--- config.mk ---
export PLATFORM = sky130hd
export DESIGN_NAME = tx_mode_ctrl
export DESIGN_NICKNAME = d
export VERILOG_FILES = /design/src/rtl/tx_mode_pkg.sv /design/src/rtl/tx_mode_timer.sv /design/src/rtl/tx_mode_fsm.sv /design/src/rtl/tx_mode_decode.sv /design/src/rtl/tx_mode_ctrl.sv
export SDC_FILE = /design/constraint.sdc
export NUM_CORES = 1
export LEC_CHECK = 0
export ABC_AREA = 1
export BUFFER_PORTS_ARGS = -buffer_cell sky130_fd_sc_hd__buf_2
export CAP_MARGIN = 25
export CORE_ASPECT_RATIO = 1.25
export CORE_MARGIN = 2
export CORE_UTILIZATION = 40
export DETAILED_ROUTE_END_ITERATION = 7
export PLACE_DENSITY = 0.59
export SLEW_MARGIN = 30
export SYNTH_ARGS = -nofsm -noshare
export SYNTH_HDL_FRONTEND = slang
export SYNTH_HIERARCHICAL = 1
export SYNTH_SLANG_ARGS = --single-unit
--- constraint.sdc ---
create_clock -name clk_i -period 2.3 [get_ports clk_i]
set_input_delay 0.46 -clock clk_i [delete_from_list [all_inputs] [get_ports clk_i]]
set_output_delay 0.46 -clock clk_i [all_outputs]
set_load 0.005 [all_outputs]
--- src/rtl/tx_mode_pkg.sv ---
package tx_mode_pkg;
  localparam int unsigned NUM_MODES = 9;

  typedef enum logic [3:0] {
    MODE_OFF    = 4'd0,
    MODE_SU1    = 4'd1,
    MODE_SU2    = 4'd2,
    MODE_TX_QT  = 4'd3,
    MODE_TX_PA  = 4'd4,
    MODE_CLKONL = 4'd5,
    MODE_RREG   = 4'd6,
    MODE_CFG1   = 4'd7,
    MODE_CFG2   = 4'd8
  } mode_e;
endpackage

--- src/rtl/tx_mode_timer.sv ---
module tx_mode_timer #(
  parameter int unsigned LIMIT = 1280
) (
  input  logic clk_i,
  input  logic rst_ni,
  input  logic run_i,
  output logic hit_o
);
  localparam int unsigned W = (LIMIT > 1) ? $clog2(LIMIT) : 1;
  localparam logic [W-1:0] LAST = W'(LIMIT - 1);

  logic [W-1:0] cnt_q;

  assign hit_o = run_i && (cnt_q == LAST);

  // counts consecutive run cycles; any gap restarts from zero
  always_ff @(posedge clk_i or negedge rst_ni) begin
    if (!rst_ni)                cnt_q <= '0;
    else if (!run_i || hit_o)   cnt_q <= '0;
    else                        cnt_q <= cnt_q + 1'b1;
  end
endmodule

--- src/rtl/tx_mode_fsm.sv ---
module tx_mode_fsm
  import tx_mode_pkg::*;
(
  input  logic  clk_i,
  input  logic  rst_ni,
  input  logic  en_i,
  input  logic  data_i,
  input  logic  xo_ready_i,
  input  logic  cfg_part_i,
  input  logic  cfg_done_i,
  input  logic  clk_only_i,
  input  logic  ask_mode_i,
  input  logic  lock_hit_i,
  input  logic  rst_hit_i,
  output mode_e state_o,
  output logic  lock_run_o,
  output logic  rst_run_o
);
  mode_e state_q, state_d, tx_pick;
  logic  prog_q;

  assign tx_pick = (ask_mode_i && !data_i) ? MODE_TX_QT : MODE_TX_PA;

  always_comb begin
    state_d = state_q;
    if (state_q != MODE_OFF && !en_i && !data_i) begin
      state_d = MODE_OFF;
    end else if (rst_hit_i) begin
      state_d = MODE_RREG;
    end else begin
      unique case (state_q)
        MODE_OFF:   if (en_i && !data_i) state_d = MODE_SU1;
        MODE_SU1:   if (prog_q && xo_ready_i)
                      state_d = clk_only_i ? MODE_CLKONL : MODE_SU2;
        MODE_SU2,
        MODE_CFG2:  if (lock_hit_i) state_d = tx_pick;
        MODE_TX_QT,
        MODE_TX_PA: if (en_i) state_d = tx_pick;
        MODE_CLKONL: ;
        MODE_RREG:  if (en_i && !data_i) state_d = MODE_CFG1;
        MODE_CFG1: begin
          if (cfg_done_i && clk_only_i)                       state_d = MODE_CLKONL;
          else if ((cfg_part_i || cfg_done_i) && !clk_only_i) state_d = MODE_CFG2;
        end
        default:    state_d = MODE_OFF;
      endcase
    end
  end

  always_ff @(posedge clk_i or negedge rst_ni) begin
    if (!rst_ni) begin
      state_q <= MODE_OFF;
      prog_q  <= 1'b0;
    end else begin
      state_q <= state_d;
      if (state_q == MODE_OFF || state_q == MODE_RREG) prog_q <= 1'b0;
      else if (cfg_done_i)                             prog_q <= 1'b1;
    end
  end

  assign state_o    = state_q;
  assign lock_run_o = (state_q == MODE_SU2) || (state_q == MODE_CFG2 && prog_q);
  assign rst_run_o  = !en_i && data_i && state_q != MODE_OFF && state_q != MODE_RREG;
endmodule

--- src/rtl/tx_mode_decode.sv ---
module tx_mode_decode
  import tx_mode_pkg::*;
(
  input  mode_e                  state_i,
  input  logic                   clk_on_cfg_i,
  output logic                   osc_en_o,
  output logic                   pll_en_o,
  output logic                   clkdrv_en_o,
  output logic                   pa_en_o,
  output logic [NUM_MODES-1:0]   mode_o
);
  for (genvar i = 0; i < NUM_MODES; i++) begin : g_hot
    assign mode_o[i] = (state_i == mode_e'(i));
  end

  assign osc_en_o    = (state_i != MODE_OFF);
  assign pll_en_o    = (state_i == MODE_SU2) || (state_i == MODE_CFG2) ||
                       (state_i == MODE_TX_QT) || (state_i == MODE_TX_PA);
  assign pa_en_o     = (state_i == MODE_TX_PA);
  assign clkdrv_en_o = osc_en_o && clk_on_cfg_i;
endmodule

--- src/rtl/tx_mode_ctrl.sv ---
module tx_mode_ctrl
  import tx_mode_pkg::*;
#(
  parameter int unsigned LOCK_CYCLES = 1280,
  parameter int unsigned RST_CYCLES  = 1000
) (
  input  logic                 clk_i,
  input  logic                 rst_ni,
  input  logic                 en_i,
  input  logic                 data_i,
  input  logic                 xo_ready_i,
  input  logic                 cfg_part_i,
  input  logic                 cfg_done_i,
  input  logic                 clk_only_i,
  input  logic                 ask_mode_i,
  input  logic                 clk_on_cfg_i,
  output logic                 osc_en_o,
  output logic                 pll_en_o,
  output logic                 clkdrv_en_o,
  output logic                 pa_en_o,
  output logic [NUM_MODES-1:0] mode_o
);
  mode_e state;
  logic  lock_run, lock_hit, rst_run, rst_hit;

  tx_mode_fsm u_fsm (
    .clk_i, .rst_ni, .en_i, .data_i, .xo_ready_i, .cfg_part_i, .cfg_done_i,
    .clk_only_i, .ask_mode_i,
    .lock_hit_i (lock_hit),
    .rst_hit_i  (rst_hit),
    .state_o    (state),
    .lock_run_o (lock_run),
    .rst_run_o  (rst_run)
  );

  tx_mode_timer #(.LIMIT(LOCK_CYCLES)) u_lock (
    .clk_i, .rst_ni, .run_i(lock_run), .hit_o(lock_hit)
  );

  tx_mode_timer #(.LIMIT(RST_CYCLES)) u_rmin (
    .clk_i, .rst_ni, .run_i(rst_run), .hit_o(rst_hit)
  );

  tx_mode_decode u_dec (
    .state_i (state),
    .clk_on_cfg_i,
    .osc_en_o, .pll_en_o, .clkdrv_en_o, .pa_en_o, .mode_o
  );
endmodule

==> summary.txt <==
Route
  – Max Used Layer: met4
  – DR pass1 iterations: 4
  – Met1 wire length: 1515 µm
  – Routed wl met2: 1727 µm
  – Drt wl/cell: 9.875 µm
  – Routed vias: 1,594
  – Final wirelength: 3397 µm
  – WL met3: 101 µm
  – Via density per instance: 4.634
  – Final ANT Viol Nets: 0
  – DRC viols: 0
  – DR iter-0 viols: 45

STA
  – Setup ws final: 0.4781 ns
  – Max Slew Vio Count: 0
  – FMAX: 548.9 MHz
  – Setup TNS: 0 ns
  – Hold slack: 0.1803 ns
  – Crit path time final: 1.822 ns
  – Final setup fails: 0
  – Hold Vio Cnt, Final: 0
  – RSZ-0062 raised after global routing: no
  – Worst-margin pin slew: 0.5984 ns
  – Clock skew: 0.003242 ns
  – Relative slew slack: 60.11%
  – Fin crit share: 79.22%

Final layout
  – Layout Nets: 299
  – Layout Utilization: 46.22%
  – Layout Cells excl Fill: 344
  – Design Area, Final: 2014 µm²
  – ANT cells: 0
  – Area growth syn-to-layout: 13.22%
  – Layout cells sized above 1: 20.63%

Global route
  – Largest net degree at the start of global routing: 27
  – Number of global-route vias before repair: 1,496
  – Initial antenna violation count: 0
  – Gr ovfl total: 0
  – GRT Resource Usage Total: 15.23%
  – Global-route wire length before repair: 6168 µm

Placed design
  – Placed cells: 340
  – Area after DPL: 1943 µm²
  – PortBufs: 22
  – Gpl congestion: 0.9098
  – Pre-CTS WS: 0.4959 ns
  – Hpwl dp: 2676 µm

Clock tree
  – Reg clk slew, reported paths: 0.09 ns
  – CTS Buffer Depth: 2
  – CTS Sinks: 26
  – Worst skew pair latency: 0.27 ns
  – Post-CTS resize count: 0
  – H-tree depth: 1
  – Root buf cell: clkbuf_8
  – Setup repair bufs after CTS: 0
  – CTS Hold Bufs: 0
  – CTS Buf Count: 3
  – CTS tree: done

Yosys
  – Cells after synthesis: 262
  – Synthesized area per cell: 6.791 µm²
  – Ys Warns: 6
  – Post-synthesis cell area: 1779 µm²
  – Count of cell types in the netlist: 25
  – Ys async rst share: 100.0%
  – Post-synth EDFFs: 0
  – Primary FF master, synth: dfrtp_1
  – #FFs+latches synth: 26
  – Top post-synthesis cells by area: dfrtp_1, nand2_1, nor2_1
  – Cell taking the most area after synthesis: dfrtp_1
  – Top-area cell type share of the netlist area: 36.57%
  – Sequential area share after synthesis: 36.57%
  – Synthesized Nets: 274

Critical path
  – Critical path origin: u_fsm/state_o[2]$_DFFE_PN0P_
  – Startpoint types: flip-flop
  – Critical Path AT: 1.99 ns
  – Crit end category: flip-flop
  – Setup CP Type: reg -> reg
  – Worst Path Max Fanout: 7
  – Critical Path RT: 2.47 ns
  – Worst r2r src: u_fsm/state_o[2]$_DFFE_PN0P_

Job
  – Maxcap violations: 0

Die
  – Core area: 4358 µm²
  – Die Footprint: 5001 µm²
  – Rows: 27
  – IO Pins: 23
  – Starting Density: 40.83%
  – Die Wd: 63.65 µm
  – Die height: 78.57 µm

Power
  – Total power: 1.612 mW
  – Leak Pwr: 1.005 nW
  – Pwr Density: 800.4 nW/µm²
  – Peak supply drop: 0.0004574 V

Worst hold path
  – Worst hold path class: in -> async

Outcome
  – Status: completed
## cell usage after synthesis (2+ instances only)
master,number
nand2_4,3
nor2_1,46
nor3_1,6
nand2_1,70
nor2_2,9
nor2_4,3
nand4_1,4
xor2_1,4
inv_1,38
nand3_2,3
inv_2,6
nand2_2,6
nand3_1,24
ha_1,2
o21bai_1,2
a21oi_1,2
dfrtp_1,26
## worst paths after layout
kind                       cells after the start  slack (ns)                            to
setup / recovery                              10        0.48  u_fsm/state_o[3]$_DFFE_PN0P_
hold / removal                                 1        0.18     u_lock/cnt_q[4]$_DFF_PN0_
setup reg to reg                              10        0.48  u_fsm/state_o[3]$_DFFE_PN0P_
hold reg to reg                                1        0.49     u_rmin/cnt_q[0]$_DFF_PN0_
max in group asynchronous                      1        1.72     u_rmin/cnt_q[8]$_DFF_PN0_
min in group clk_i                             3        0.47      u_fsm/prog_q$_DFFE_PN0P_
## area by class of cell
type	instances	area (µm²)
clock buffer	3	41.29
clock inverter	1	30.03
fill	460	2344
inverter	44	165.2
multi-input combinational	190	944.7
sequential	26	650.6
tap	58	72.57
timing repair buffer	22	110.1
## layout by cell type, fill, tap and decap left out, types with 2 or more instances in the layout
cell	netlist	routed
a21oi_1	2	2
inv_1	38	38
xor2_1	4	4
nand3_1	24	24
nand2_2	6	6
nand2_1	70	70
nor3_1	6	6
nor2_2	9	9
nand2_4	3	3
nor2_1	46	46
clkbuf_8	0	3
inv_2	6	6
nand3_2	3	3
nor2_4	3	3
ha_1	2	2
dfrtp_1	26	26
buf_2	0	22
o21bai_1	2	2
nand4_1	4	4
## cells by family after synthesis
logic type                 Yosys count  share of synthesized area [%]
adders and majority gates            2                          1.406
and+or+nand+nor                    174                          45.08
DFF                                 26                          36.57
xor gates and xnor gates             5                          2.461
AOI/OAI and AO/OA                    9                          4.148
buffers and inverters               46                          10.34
## where the power goes
group | total (mW) | leakage [nW] | switching, mW | internal [mW]
Sequential | 0.562 | 0.357 | 0.0626 | 0.499
Clock | 0.381 | 0.0357 | 0.148 | 0.233
Combinational | 0.670 | 0.612 | 0.428 | 0.242
## layer usage
layer  global-route usage [%]  up-vias
li1                         -      846
met5                        0        -
met3                    1.576        6
met1                    17.81      714
met2                    28.32       28
met4                    5.652        0
## worst max-delay path, stage by stage, from the launching register on
cell and delay [ns]:
dfrtp_1 0.46, inv_1 0.11, nor2_2 0.05, nand2_1 0.14, nand2_1 0.08, nor3_1 0.24
inv_1 0.10, nor2_1 0.26, a31oi_4 0.09, nand4_1 0.14, o21ai_2 0.06
## state kept, by name, indices dropped and copies added (netlist names)
register	count
u_rmin/cnt_q	10
u_fsm/state_o	4
u_lock/cnt_q	11
u_fsm/prog_q	1
(Power assumes the default switching activity.)
